File: src/rtl/shp_pkg.sv
package shp_pkg;
  localparam int ADDR_W     = 7;
  localparam int DATA_W     = 8;
  localparam int HDR_BITS   = 1 + ADDR_W;
  localparam int FRAME_BITS = HDR_BITS + DATA_W;

  typedef struct packed {
    logic              en;
    logic [ADDR_W-1:0] addr;
    logic [DATA_W-1:0] data;
  } wr_req_t;
endpackage

File: src/rtl/shp_sync.sv
module shp_sync #(
  parameter int W      = 1,
  parameter int STAGES = 2
) (
  input  logic         clk,
  input  logic         rst,
  input  logic [W-1:0] d,
  output logic [W-1:0] q
);
  logic [W-1:0] stg [STAGES];

  always_ff @(posedge clk) begin
    if (rst) begin
      for (int i = 0; i < STAGES; i++) stg[i] <= '0;
    end else begin
      stg[0] <= d;
      for (int i = 1; i < STAGES; i++) stg[i] <= stg[i-1];
    end
  end

  assign q = stg[STAGES-1];
endmodule

File: src/rtl/shp_frame.sv
module shp_frame
  import shp_pkg::*;
(
  input  logic              clk,
  input  logic              rst,
  input  logic              sclk_s,
  input  logic              csn_s,
  input  logic              sdi_s,
  input  logic              edge_sel_s,
  input  logic [DATA_W-1:0] rd_byte,
  output logic [ADDR_W-1:0] addr,
  output wr_req_t           wr_q,
  output logic              sdo,
  output logic              sdo_oe
);
  localparam int CNT_W = $clog2(FRAME_BITS + 1);
  localparam int SR_IW = $clog2(FRAME_BITS);
  localparam int BS_W  = $clog2(DATA_W);

  logic                  sclk_d, armed;
  logic [CNT_W-1:0]      cnt;
  logic [FRAME_BITS-1:0] sr;
  logic                  rise, fall, launch, live, in_data;
  logic [BS_W-1:0]       bsel;

  assign rise    = sclk_s & ~sclk_d;
  assign fall    = ~sclk_s & sclk_d;
  assign launch  = edge_sel_s ? fall : rise;
  assign live    = armed & ~csn_s;
  assign in_data = (cnt >= CNT_W'(HDR_BITS)) && (cnt < CNT_W'(FRAME_BITS));
  assign bsel    = BS_W'(cnt - CNT_W'(HDR_BITS));
  assign addr    = sr[ADDR_W:1];

  always_ff @(posedge clk) begin
    if (rst) begin
      sclk_d <= 1'b0;
      armed  <= 1'b0;
      cnt    <= '0;
      sr     <= '0;
      wr_q   <= '0;
      sdo    <= 1'b0;
      sdo_oe <= 1'b0;
    end else begin
      sclk_d  <= sclk_s;
      wr_q.en <= 1'b0;
      if (csn_s) begin
        armed <= 1'b1;
        cnt   <= '0;
      end else if (armed && rise && cnt < CNT_W'(FRAME_BITS)) begin
        sr[cnt[SR_IW-1:0]] <= sdi_s;
        cnt                <= cnt + 1'b1;
        if (cnt == CNT_W'(FRAME_BITS - 1) && !sr[0]) begin
          wr_q.en   <= 1'b1;
          wr_q.addr <= sr[ADDR_W:1];
          wr_q.data <= {sdi_s, sr[FRAME_BITS-2:HDR_BITS]};
        end
      end
      if (live && launch && in_data) sdo <= rd_byte[bsel];
      sdo_oe <= live & sr[0] & (cnt >= CNT_W'(HDR_BITS));
    end
  end

  assert_oe_idle_R4: assert property (@(posedge clk) disable iff (rst)
    csn_s |=> !sdo_oe);
  assert_cnt_cap_R5: assert property (@(posedge clk) disable iff (rst)
    cnt <= CNT_W'(FRAME_BITS));
  assert_wr_in_frame_R2: assert property (@(posedge clk) disable iff (rst)
    wr_q.en |-> $past(!csn_s && armed));
endmodule

File: src/rtl/shp_status.sv
module shp_status
  import shp_pkg::*;
(
  input  logic              clk,
  input  logic              rst,
  input  logic              los_s,
  input  logic              nlp_s,
  input  logic              clr_en,
  input  logic [1:0]        clr_keep,
  output logic [DATA_W-1:0] stat_byte,
  output logic              irq_oe,
  output logic              irq_n
);
  logic [1:0] prev, flag, chg;

  assign chg       = {nlp_s, los_s} ^ prev;
  assign stat_byte = {{(DATA_W-4){1'b0}}, nlp_s, los_s, flag};

  always_ff @(posedge clk) begin
    if (rst) begin
      prev   <= 2'b00;
      flag   <= 2'b00;
      irq_oe <= 1'b0;
      irq_n  <= 1'b1;
    end else begin
      prev   <= {nlp_s, los_s};
      flag   <= (flag & (clr_en ? clr_keep : 2'b11)) | chg;
      irq_oe <= |flag;
      irq_n  <= ~|flag;
    end
  end

  assert_los_flag_R6: assert property (@(posedge clk) disable iff (rst)
    (los_s != $past(los_s)) |-> ##1 flag[0]);
  assert_irq_on_R6: assert property (@(posedge clk) disable iff (rst)
    (|flag) |=> (irq_oe && !irq_n));
  assert_irq_release_R7: assert property (@(posedge clk) disable iff (rst)
    (flag == 2'b00) |=> (!irq_oe && irq_n));
endmodule

File: src/rtl/shp_regs.sv
module shp_regs #(
  parameter int NREG = 16,
  parameter int DW   = 8,
  localparam int IW  = $clog2(NREG)
) (
  input  logic          clk,
  input  logic          we,
  input  logic [IW-1:0] waddr,
  input  logic [DW-1:0] wdata,
  input  logic [IW-1:0] raddr,
  output logic [DW-1:0] rdata
);
  logic [DW-1:0] mem [NREG];

  always_ff @(posedge clk) begin
    if (we) mem[waddr] <= wdata;
    rdata <= mem[raddr];
  end
endmodule

File: src/rtl/serial_host_port.sv
module serial_host_port
  import shp_pkg::*;
#(
  parameter int NREG      = 16,
  parameter int STAT_ADDR = 0,
  parameter int SYNC_LEN  = 2
) (
  input  logic clk,
  input  logic rst,
  input  logic csn,
  input  logic sclk,
  input  logic sdi,
  input  logic edge_sel,
  input  logic los_in,
  input  logic nloop_in,
  output logic sdo,
  output logic sdo_oe,
  output logic irq_oe,
  output logic irq_n
);
  localparam int IW = $clog2(NREG);

  logic [5:0]        pins_s;
  logic              sclk_s, csn_s, sdi_s, es_s, los_s, nlp_s;
  logic [ADDR_W-1:0] addr;
  wr_req_t           wr_q;
  logic [DATA_W-1:0] rd_byte, mem_rdata, stat_byte;
  logic              wr_hit, wr_stat, rd_stat_q, rd_in_q;

  shp_sync #(.W(6), .STAGES(SYNC_LEN)) u_sync (
    .clk(clk), .rst(rst),
    .d({nloop_in, los_in, edge_sel, sdi, csn, sclk}),
    .q(pins_s)
  );
  assign {nlp_s, los_s, es_s, sdi_s, csn_s, sclk_s} = pins_s;

  shp_frame u_frame (
    .clk(clk), .rst(rst), .sclk_s(sclk_s), .csn_s(csn_s), .sdi_s(sdi_s),
    .edge_sel_s(es_s), .rd_byte(rd_byte), .addr(addr), .wr_q(wr_q),
    .sdo(sdo), .sdo_oe(sdo_oe)
  );

  assign wr_hit  = wr_q.en && (int'(wr_q.addr) < NREG) && (int'(wr_q.addr) != STAT_ADDR);
  assign wr_stat = wr_q.en && (int'(wr_q.addr) == STAT_ADDR);

  shp_regs #(.NREG(NREG), .DW(DATA_W)) u_regs (
    .clk(clk), .we(wr_hit), .waddr(wr_q.addr[IW-1:0]), .wdata(wr_q.data),
    .raddr(addr[IW-1:0]), .rdata(mem_rdata)
  );

  shp_status u_status (
    .clk(clk), .rst(rst), .los_s(los_s), .nlp_s(nlp_s),
    .clr_en(wr_stat), .clr_keep(wr_q.data[1:0]),
    .stat_byte(stat_byte), .irq_oe(irq_oe), .irq_n(irq_n)
  );

  always_ff @(posedge clk) begin
    if (rst) begin
      rd_stat_q <= 1'b0;
      rd_in_q   <= 1'b0;
    end else begin
      rd_stat_q <= (int'(addr) == STAT_ADDR);
      rd_in_q   <= (int'(addr) < NREG);
    end
  end

  assign rd_byte = rd_stat_q ? stat_byte : (rd_in_q ? mem_rdata : '0);

  assert_oob_read_zero_R10: assert property (@(posedge clk) disable iff (rst)
    (!rd_in_q && !rd_stat_q) |-> (rd_byte == '0));
endmodule

File: config.mk
export PLATFORM = sky130hd
export DESIGN_NAME = serial_host_port
export DESIGN_NICKNAME = d
export VERILOG_FILES = /design/src/rtl/shp_pkg.sv /design/src/rtl/shp_sync.sv /design/src/rtl/shp_frame.sv /design/src/rtl/shp_status.sv /design/src/rtl/shp_regs.sv /design/src/rtl/serial_host_port.sv
export SDC_FILE = /design/constraint.sdc
export NUM_CORES = 1
export LEC_CHECK = 0
export BUFFER_PORTS_ARGS = -buffer_cell sky130_fd_sc_hd__buf_2
export CORE_ASPECT_RATIO = 1.2
export CORE_MARGIN = 3
export CORE_UTILIZATION = 25
export CTS_BUF_LIST = sky130_fd_sc_hd__clkbuf_4 sky130_fd_sc_hd__clkbuf_8
export CTS_CLUSTER_SIZE = 30
export DETAILED_ROUTE_END_ITERATION = 10
export MAX_ROUTING_LAYER = met4
export PLACE_DENSITY = 0.43
export SLEW_MARGIN = 20
export SYNTH_ARGS = -nofsm -noshare
export SYNTH_HDL_FRONTEND = slang
export SYNTH_HIERARCHICAL = 1
export SYNTH_SLANG_ARGS = --single-unit
File: constraint.sdc
create_clock -name clk -period 7.2 [get_ports clk]
set_clock_uncertainty 0.05 [all_clocks]
set_input_delay 0.72 -clock clk [delete_from_list [all_inputs] [get_ports clk]]
set_output_delay 0.72 -clock clk [all_outputs]
set_load 0.01 [all_outputs]
-- After elaboration in Yosys (flattened, before gate mapping)
Memory sizes are Yosys's and may differ from the RTL's. A register that Yosys moved wholly into a read port is not among the register bits.
Cells that the tools add are included.
- bits in registers: 49
- memory bits (writable): 140
- bits of input ports: 8
- output and inout bits: 4
- logic and storage cells: 78
- memories: 2
- add/subtract/negate cells: 2
- magnitude comparators: 7
- equal/unequal tests: 1
- multiplexer cells: 17
- bitwise logic cells: 14
- reduce and logical (&&, ||, !) cells: 20
- memories (memory ; depth ; bits a word ; rd ports ; clocked after memory_dff ; write ports ; line ; source):
    u_regs.mem ; 16 ; 8 ; 1 ; 1 ; 1 ; shp_regs.sv:13 ; logic [DW-1:0] mem [NREG];
    u_sync.stg ; 2 ; 6 ; 2 ; 0 ; 2 ; shp_sync.sv:10 ; logic [W-1:0] stg [STAGES];
- operators by type and width (cell ; number):
    bitwise mux 16 bit ; 1
    2-to-1 mux 16 bit ; 1
    2-to-1 mux 8 bit ; 2
    logical NOT 7 bit ; 2
    less-than comparator 7 x 5 -> 1 bit (second input constant) ; 2
    2-to-1 mux 6 bit ; 2
    logical AND 1 bit ; 10
    2-to-1 mux 1 bit ; 8
    nonzero test 7 bit ; 1
    adder 5 x 1 -> 5 bit (second input constant) ; 1
    AND 1 bit ; 5
    equality test 5 x 4 -> 1 bit (second input constant) ; 1
    greater-or-equal comparator 5 x 4 -> 1 bit (second input constant) ; 1
    less-than comparator 4 x 5 -> 1 bit (second input constant) ; 1
    less-than comparator 5 bit (second input constant) ; 1
    demux 1 bit (select 4 bit) ; 1
    greater-or-equal comparator 4 x 1 -> 1 bit (second input constant) ; 1
    less-than comparator 3 x 4 -> 1 bit (second input constant) ; 1
    inverter 1 bit ; 4
    OR reduction 2 bit ; 2
    binary-select mux 1 bit (select 3 bit) ; 1
    AND reduction 3 bit ; 1
    OR reduction 3 bit ; 1
    subtractor 3 x 1 -> 3 bit (second input constant) ; 1
    other kinds (7) ; 9

-- Depth between registers and ports, before layout
Gate-level depths: netlist (run 1).
- depth after elaboration: 6
- gate-level depth with buffers: 8
- mapped depth without buffers: 6

-- By module
Netlist (run 1), hierarchy kept.
- by module, submodules not included (module ; instances ; cells each ; area each (um^2) ; sequential area each (um^2)):
    shp_regs ; 1 ; 229 ; 5147.4 ; 4003.8
    shp_frame ; 1 ; 181 ; 1785.5 ; 800.8
    shp_sync ; 1 ; 31 ; 411.6 ; 240.2
    shp_status ; 1 ; 25 ; 244.0 ; 120.1
    serial_host_port ; 1 ; 22 ; 180.2 ; 40.0

-- Least setup slack after synthesis (run 1)
Ideal clock, no wire load.
- path kind: register -> register
- start point: reg, netlist name u_frame/wr_q[13]
- end point: mem u_regs.mem[0][0], enable pin
- library setup time: 0.383 ns
- arrival: 2.123 ns
- required time: 6.767 ns
- slack: 4.643 ns
- cell stages (with the launch flop): 5
- buffers on the path: 0
- clock period less this slack: 2.557 ns
- path through: dfxtp_1 > or4b_4 > nor2_1 > or3b_2 > nor3_1
- word-level cells in the longest chain between the ends: 5
- elaborated cells between the ends (all ways): 6
- those cells by class: 1 x order compare; 2 x mux; 3 x reduce/logical
- ends and longest elaborated chain (item ; line ; source):
    less-than comparator 7 x 5 -> 1 bit ; serial_host_port.sv:43 ; assign wr_hit = wr_q.en && (int'(wr_q.addr) < NREG) && (int'(wr_q.addr) != STAT_ADDR);
    logical AND 1 bit ; serial_host_port.sv:43 ;
    logical AND 1 bit * ; serial_host_port.sv:43 ;
    named net wr_hit ; serial_host_port.sv:28 ; logic wr_hit, wr_stat, rd_stat_q, rd_in_q;
    2-to-1 mux 1 bit * ; shp_regs.sv:16 ; if (we) mem[waddr] <= wdata;
    2-to-1 mux 1 bit (not written as such) * ; shp_regs.sv:16 ;
    to (decl) ; shp_regs.sv:13 ;
The timed path passes the listed nets; every way through them passes the cells marked *.

-- Worst setup path in the final report (run 1)
- start point: reg, netlist name u_frame/wr_q[13]
- end point: mem u_regs.mem[2][2], enable pin
- word-level cells in the longest chain between the ends: 5
- elaborated cells between the ends (all ways): 6
- those cells by class: 1 x order compare; 2 x mux; 3 x reduce/logical
- ends and longest elaborated chain (item ; line):
    less-than comparator 7 x 5 -> 1 bit ; serial_host_port.sv:43
    logical AND 1 bit ; serial_host_port.sv:43
    logical AND 1 bit * ; serial_host_port.sv:43
    named net wr_hit ; serial_host_port.sv:28
    2-to-1 mux 1 bit * ; shp_regs.sv:16
    2-to-1 mux 1 bit (not written as such) * ; shp_regs.sv:16
Marked as above.

==> results.ini, run 1 <==
[layout]
multiInputGateArea_um2 = 2251
area.sequential_um2 = 5206
area_delta_synth_final_pct = 8.520
mostFrequentLayoutCell = edfxtp_1
insertedDiodeCount = 0
post_route_cells_drive_above_1_share_pct = 18.71
layout.cells.most_common_list = 128 x edfxtp_1, 67 x dfxtp_1, 55 x nor2_1
finish.net_count = 497
num-fill-cells = 3066

[yosys]
ys_ff_latch = 196
synth_mux_area_share_pct = 14.67
synth.lib_cells_used.distinct = 48
seq_area_frac_synth_pct = 67.00
post_synth_xor_area_fraction_pct = 0.5637
synth-compound-area-share_pct = 2.963
synthFlopType = edfxtp_1
adder_cell_share_of_the_synthesized_area_pct = 0.8053
post_synthesis_share_of_cell_area_spent_on_and_or_nand_and_nor_gates_pct = 9.712
main_combinational_cell_family_by_area_after_synthesis = multiplexers
synth_area_um2 = 7769
mean_post_synth_cell_area_um2 = 15.92
synth_enable_flop_cells = 128
synth-warning-count = 6
synthCells = 488
synth-async-reset-ratio_pct = 0

[sta]
drv_slew = 0
setup-tns-final_ps = 0
finalWorstSetupSlack_ps = 4436
final-setup-viol-count = 0
highest_clock_frequency_the_design_can_meet_ghz = 0.3618
post-route-min-period_ps = 2764
fin_crit_sh_pct = 38.39
rsz_0062_raised_after_global_routing = no
final_hold_viol_count = 0
headroom_to_the_max_slew_limit_pct = 39.23
timing_worst_slew_pin_value_ps = 908.2

[worst_setup_path]
path_class = reg -> reg
timing.reg2reg.setup_slack_ps = 4440
critPathMaxStageDelay_ps = 680
timing.critical_path.cells = or4b_4 -> nor2_1 -> or3b_2 -> nor2_1
timing.critical_path.fanout_max = 8
cp-start-kind = register
crit_required_ps = 7230
cp_data_arrival_time_ps = 2800
timing.critical_path.slowest_stage_cell = nor2_1
cpMostUsedCell = nor2_1
timing.critical_path.to_type = register

[floorplanning]
rows = 70
num_io_pins = 12
fp.dieArea_um2 = 33230
die_height_um = 199.1
floorplan.core_area_um2 = 30570
die_x_um = 166.9
start_util_pct = 25.42

[min_path]
hold_class = reg -> reg

[route]
wl_um = 15830
dr_wl_met2_um = 8116
vias_per_cell = 4.359
remaining_routing_drc_violations = 0
detail_route.wirelength.met1_um = 7111
dr.pass1.iters = 5
detailedRoute.firstIterationViolations = 268
wl_met3_um = 363
detail-route-antenna-nets = 0
highest_layer = met4
routed_vias = 3893
routedWlPerCell_um = 17.73

[clocking]
h-tree-depth = 4
cts.path.max_buffers = 2
hold_buffers = 0
ctsRootBufferMaster = clkbuf_8
cts.reportedPaths.clkPinSlew_ps = 90
cts_tree = built
numCtsBuffers = 17
cts-resized-gates = 0
tritoncts_num_sinks = 196
worst_skew_pair.late_latency_ps = 460
postCtsSetupBuffers = 0

[global_routing]
grt_overflow = 0
global_route.usage.total_pct = 10.12
grt_max_degree = 54
grt_pass1_vias = 4044
grt_antenna_before_repair = 1
grt_pass1_wl_um = 24270

[power]
power.density_cell_area_nw_per_um2 = 219.2
max-vdd-ir-drop_uv = 102.7
leakage_uw = 0.002924

[placed_design]
dp_hpwl_um = 10000
routabilityCongestion = 0.7466
placement.io_buffers = 11
dp_slack_ps = 4250

[run]
cap_violations = 0

[outcome]
run_status = completed

==> worst max-delay path: cells and delay by family (launching register included) <==
kind / cells / cell delay, ps
simple gates: 4 / 2030
flops: 1 / 320
==> registers in the layout (all words and copies together), names as in the netlist <==
name	count
rd_in_q	1
rd_stat_q	1
u_frame/armed	1
u_frame/cnt	5
u_frame/sclk_d	1
u_frame/sdo	1
u_frame/sdo_oe	1
u_frame/sr	15
u_frame/wr_q	16
u_regs/mem	128
u_regs/rdata	8
u_status/flag	2
u_status/irq_n	1
u_status/irq_oe	1
u_status/prev	2
u_sync/stg	12
==> kinds of logic after synthesis <==
family / after synthesis
buffers and inverters: 49
adders and majority gates: 5
muxes: 66
DFF: 196
other: 1
and+or+nand+nor: 134
AOI/OAI and AO/OA: 32
xor gates and xnor gates: 5
==> cell usage after synthesis (4+ instances only) <==
cell / count / area (um^2)
buf_6: 5 / 56.30
nor2b_1: 4 / 25.02
a22o_1: 7 / 61.31
nor2b_2: 10 / 87.58
nor3_1: 5 / 25.02
buf_4: 21 / 157.7
mux4_2: 20 / 450.4
edfxtp_1: 128 / 3844
a21oi_1: 4 / 20.02
ha_1: 5 / 62.56
buf_2: 8 / 40.04
inv_1: 4 / 15.01
a22oi_1: 16 / 120.1
nor2_1: 55 / 206.5
and2b_2: 4 / 35.03
mux4_1: 14 / 367.9
nand4_1: 4 / 25.02
nand3_1: 12 / 60.06
clkbuf_1: 7 / 26.28
dfxtp_1: 68 / 1361
nand2_1: 12 / 45.04
mux2i_1: 31 / 310.3
==> cell type report <==
class	instances	share of cell area (%)
inverters	5	0.2226
well taps	396	5.877
repair buffers	18	1.351
clock buffers	21	3.131
multi-input cells	246	26.70
flip-flops and latches	196	61.75
clock inverters	11	0.9647
==> power breakdown <==
part,internal [uW],switching (uW)
sequential,1190,5.27
combinational,12.5,12.9
clock,256,373
total,1460,391
==> stage by stage <==
| step | total power [uW] | std cells | area [um^2] | util (%) | hold slack, ps |
|---|---|---|---|---|---|
| global placement | 1245 | 860 | 8066 | 26.39 | 372.7 |
| detailed placement | 1245 | 860 | 8066 | 26.39 | 375.1 |
| global route | 1923 | 893 | 8431 | 27.58 | 382.6 |
| finish | 1848 | 893 | 8431 | 27.58 | 389.7 |
| floorplan | 1242 | 491 | 7780 | - | 364.8 |
| CTS | 1878 | 892 | 8412 | 27.52 | 377.0 |
==> worst paths after layout <==
path	from	cells past startpoint	to
max	u_frame/wr_q[13]$_SDFFE_PP0P_	4	u_regs/mem[2][2]$_DFFE_PP_
min	u_sync/stg[0][4]$_SDFF_PP0_	1	u_sync/stg[0][10]$_SDFF_PP0_
max reg2reg	u_frame/wr_q[13]$_SDFFE_PP0P_	4	u_regs/mem[2][2]$_DFFE_PP_
min reg2reg	u_sync/stg[0][4]$_SDFF_PP0_	1	u_sync/stg[0][10]$_SDFF_PP0_
==> routing by layer <==
layer	GRT usage, %	vias up
met5	-	-
met4	3.484	0
met3	2.176	15
met2	17.03	53
met1	12.14	2007
li1	-	1818
No activity file was read; power rests on OpenSTA's default activity.
==> run 2, diff against run 1 <==
==> constraint.sdc (replaced) <==
create_clock -name clk -period 2.8 [get_ports clk]
set_clock_uncertainty 0.05 [all_clocks]
set_input_delay 0.28 -clock clk [delete_from_list [all_inputs] [get_ports clk]]
set_output_delay 0.28 -clock clk [all_outputs]
set_load 0.01 [all_outputs]
==> results.ini, run 2 (synthesis results as in run 1) <==
[worst_setup_path]
crit_required_ps = 2920  ; was 7230 ps
timing.critical_path.slowest_stage_cell = or4b_4  ; was nor2_1
timing.critical_path.to_type = register  ; unchanged
path_class = reg -> reg  ; unchanged
timing.critical_path.cells = or4b_4 -> nor2_1 -> or3b_2 -> nor3_1 -> buf_4  ; was or4b_4 -> nor2_1 -> or3b_2 -> nor2_1
critPathMaxStageDelay_ps = 540  ; was 680 ps
capturing_point_of_the_worst_reg2reg_path = u_regs/mem[0][7]$_DFFE_PP_  ; was u_regs/mem[2][2]$_DFFE_PP_
regToRegStartpoint = u_frame/wr_q[13]$_SDFFE_PP0P_  ; unchanged
timing.critical_path.max_delay_family = simple AND/OR/NAND/NOR gates  ; unchanged
rr_worst_depth = 5  ; was 4
setup.worst_path.start = u_frame/wr_q[13]$_SDFFE_PP0P_  ; unchanged
timing.reg2reg.setup_slack_ps = 580  ; was 4440 ps
critical_path_buffer_and_inverter_count = 1  ; was 0
timing.critical_path.fanout_max = 8  ; unchanged
cp-start-kind = register  ; unchanged
cp_data_arrival_time_ps = 2340  ; was 2800 ps

[layout]
layout.cells.most_common_list = 128 x edfxtp_1, 67 x dfxtp_1, 55 x nor2_1  ; unchanged
finish.net_count = 519  ; was 497
post_route_cells_drive_above_1_share_pct = 21.19  ; was 18.71%
registers.top_by_ff_count = u_regs/mem  ; unchanged
area_delta_synth_final_pct = 11.39  ; was 8.520%
insertedDiodeCount = 0  ; unchanged
mostFrequentLayoutCell = edfxtp_1  ; unchanged
postLayoutCoreUtil_pct = 28.31  ; was 27.58%
top_regs = u_regs/mem x128, u_frame/wr_q x16, u_frame/sr x15  ; unchanged
stdcell_count = 915  ; was 893
flip_flop_count_of_the_largest_register_after_layout = 128  ; unchanged

[run]
cap_violations = 0  ; unchanged

[global_routing]
grt_max_degree = 35  ; was 54
grt_pass1_wl_um = 24790  ; was 24270 um
grt_antenna_before_repair = 0  ; was 1
global_route.usage.total_pct = 10.31  ; was 10.12%
grt_overflow = 0  ; unchanged
grt_pass1_vias = 4094  ; was 4044

[route]
wl_um = 16070  ; was 15830 um
dr_wl_met2_um = 8187  ; was 8116 um
detail_route.wirelength.met1_um = 7287  ; was 7111 um
vias_per_cell = 4.294  ; was 4.359
wl_met3_um = 393  ; was 363 um
remaining_routing_drc_violations = 0  ; unchanged
detailedRoute.firstIterationViolations = 300  ; was 268
routed_vias = 3929  ; was 3893
routedWlPerCell_um = 17.57  ; was 17.73 um
dr.pass1.iters = 4  ; was 5
detail-route-antenna-nets = 0  ; unchanged
highest_layer = met4  ; unchanged

[clocking]
numCtsBuffers = 17  ; unchanged
cts.path.max_buffers = 2  ; unchanged
cts.reportedPaths.clkPinSlew_ps = 90  ; about the same
worst_skew_pair.late_latency_ps = 470  ; was 460 ps
cts_tree = built  ; unchanged
tritoncts_num_sinks = 196  ; unchanged
h-tree-depth = 4  ; unchanged
ctsRootBufferMaster = clkbuf_8  ; unchanged
cts-resized-gates = 0  ; unchanged

[floorplanning]
rows = 70  ; unchanged
die_height_um = 199.1  ; unchanged
die_x_um = 166.9  ; unchanged
floorplan.core_area_um2 = 30570  ; unchanged
fp.dieArea_um2 = 33230  ; unchanged
start_util_pct = 25.42  ; unchanged
num_io_pins = 12  ; unchanged

[min_path]
hold-path-cell-count = 2  ; was 1
whs_endpoint = u_frame/sr[5]$_SDFFE_PP0P_  ; was u_sync/stg[0][10]$_SDFF_PP0_
hold_class = in -> reg  ; was reg -> reg
worstHoldStart = rst  ; was u_sync/stg[0][4]$_SDFF_PP0_

[power]
max-vdd-ir-drop_uv = 269.2  ; was 102.7 uV
power.density_cell_area_nw_per_um2 = 566.4  ; was 219.2 nW/um^2
leakage_uw = 0.003061  ; was 0.002924 uW
post-layout-total-power_uw = 4901  ; was 1848 uW

[placed_design]
routabilityCongestion = 0.7478  ; was 0.7466
post-place-cells = 877  ; was 860
dp_hpwl_um = 10470  ; was 10000 um
dp_slack_ps = 560.5  ; was 4250 ps
placement.io_buffers = 11  ; unchanged

[sta]
highest_clock_frequency_the_design_can_meet_ghz = 0.4504  ; was 0.3618 GHz
headroom_to_the_max_slew_limit_pct = 41.32  ; was 39.23%
finalWorstSetupSlack_ps = 579.9  ; was 4436 ps
setup-tns-final_ps = 0  ; unchanged
fin_crit_sh_pct = 79.29  ; was 38.39%
final-setup-viol-count = 0  ; unchanged
rsz_0062_raised_after_global_routing = no  ; unchanged
drv_slew = 0  ; unchanged
final_hold_viol_count = 0  ; unchanged
timing_worst_slew_pin_value_ps = 879.0  ; was 908.2 ps
post-route-min-period_ps = 2220  ; was 2764 ps

[outcome]
run_status = completed  ; unchanged

## run 2: cell count changes in the layout (fill, tap and decap cells not counted), sizes merged
cell / previous run / this run
buf: 18 / 34
bufinv: 0 / 1
clkbuf: 21 / 23
clkinv: 6 / 3
clkinvlp: 3 / 1
dlygate4sd3: 0 / 6
inv: 7 / 9
## run 2: area by class of cell
| type | instances | area (um^2) |
|---|---|---|
| tap | 396 | 495.5 |
| multi-input combinational | 246 | 2246 |
| timing repair buffer | 40 | 300.3 |
| clock buffer | 23 | 291.5 |
| sequential | 196 | 5206 |
| fill | 3018 | 21910 |
| inverter | 5 | 18.77 |
| clock inverter | 9 | 95.09 |
## run 2: how the worst max path moves through the flow
stage	end	slack, ps	depth (start not counted)
after floorplan	u_regs/mem[0][0]$_DFFE_PP_	240	4
after global placement	u_regs/mem[0][5]$_DFFE_PP_	550	5
after detailed placement	u_regs/mem[0][0]$_DFFE_PP_	560	5
after CTS	u_regs/mem[0][1]$_DFFE_PP_	540	5
after global routing	u_regs/mem[0][1]$_DFFE_PP_	460	5
final	u_regs/mem[0][7]$_DFFE_PP_	580	5
## run 2: repair_timing
| item | 4_1_cts | 5_1_grt |
|---|---|---|
| hold endpoints to repair | 6 | 0 |
| buffers inserted | 0 | 0 |
| hold buffers | 6 | 0 |
## run 2: where the power goes
part | switching [uW] | total [uW] | internal (uW)
clock network | 955 | 1760 | 805
logic | 35.4 | 73.5 | 38.1
registers | 13.9 | 3070 | 3050
## run 2: metal layers
| metal | global-route usage (%) | vias up |
|---|---|---|
| met4 | 3.484 | 0 |
| met2 | 17.32 | 45 |
| li1 | - | 1861 |
| met1 | 12.55 | 2011 |
| met3 | 2.018 | 12 |
| met5 | - | - |
## run 2: worst reg2reg max path: cells and delay by family (launching register included)
family | cells | cell delay (ps)
and+or+nand+nor | 4 | 1370
buffers and inverters | 1 | 200
DFF | 1 | 320
## run 2: per-stage QoR
stage	area, um^2	hold WS, ps
after floorplan	7780	299.1
after global placement	8207	372.4
after detailed placement	8207	372.5
after CTS	8653	215.9
after global routing	8653	261.2
final	8653	252.2
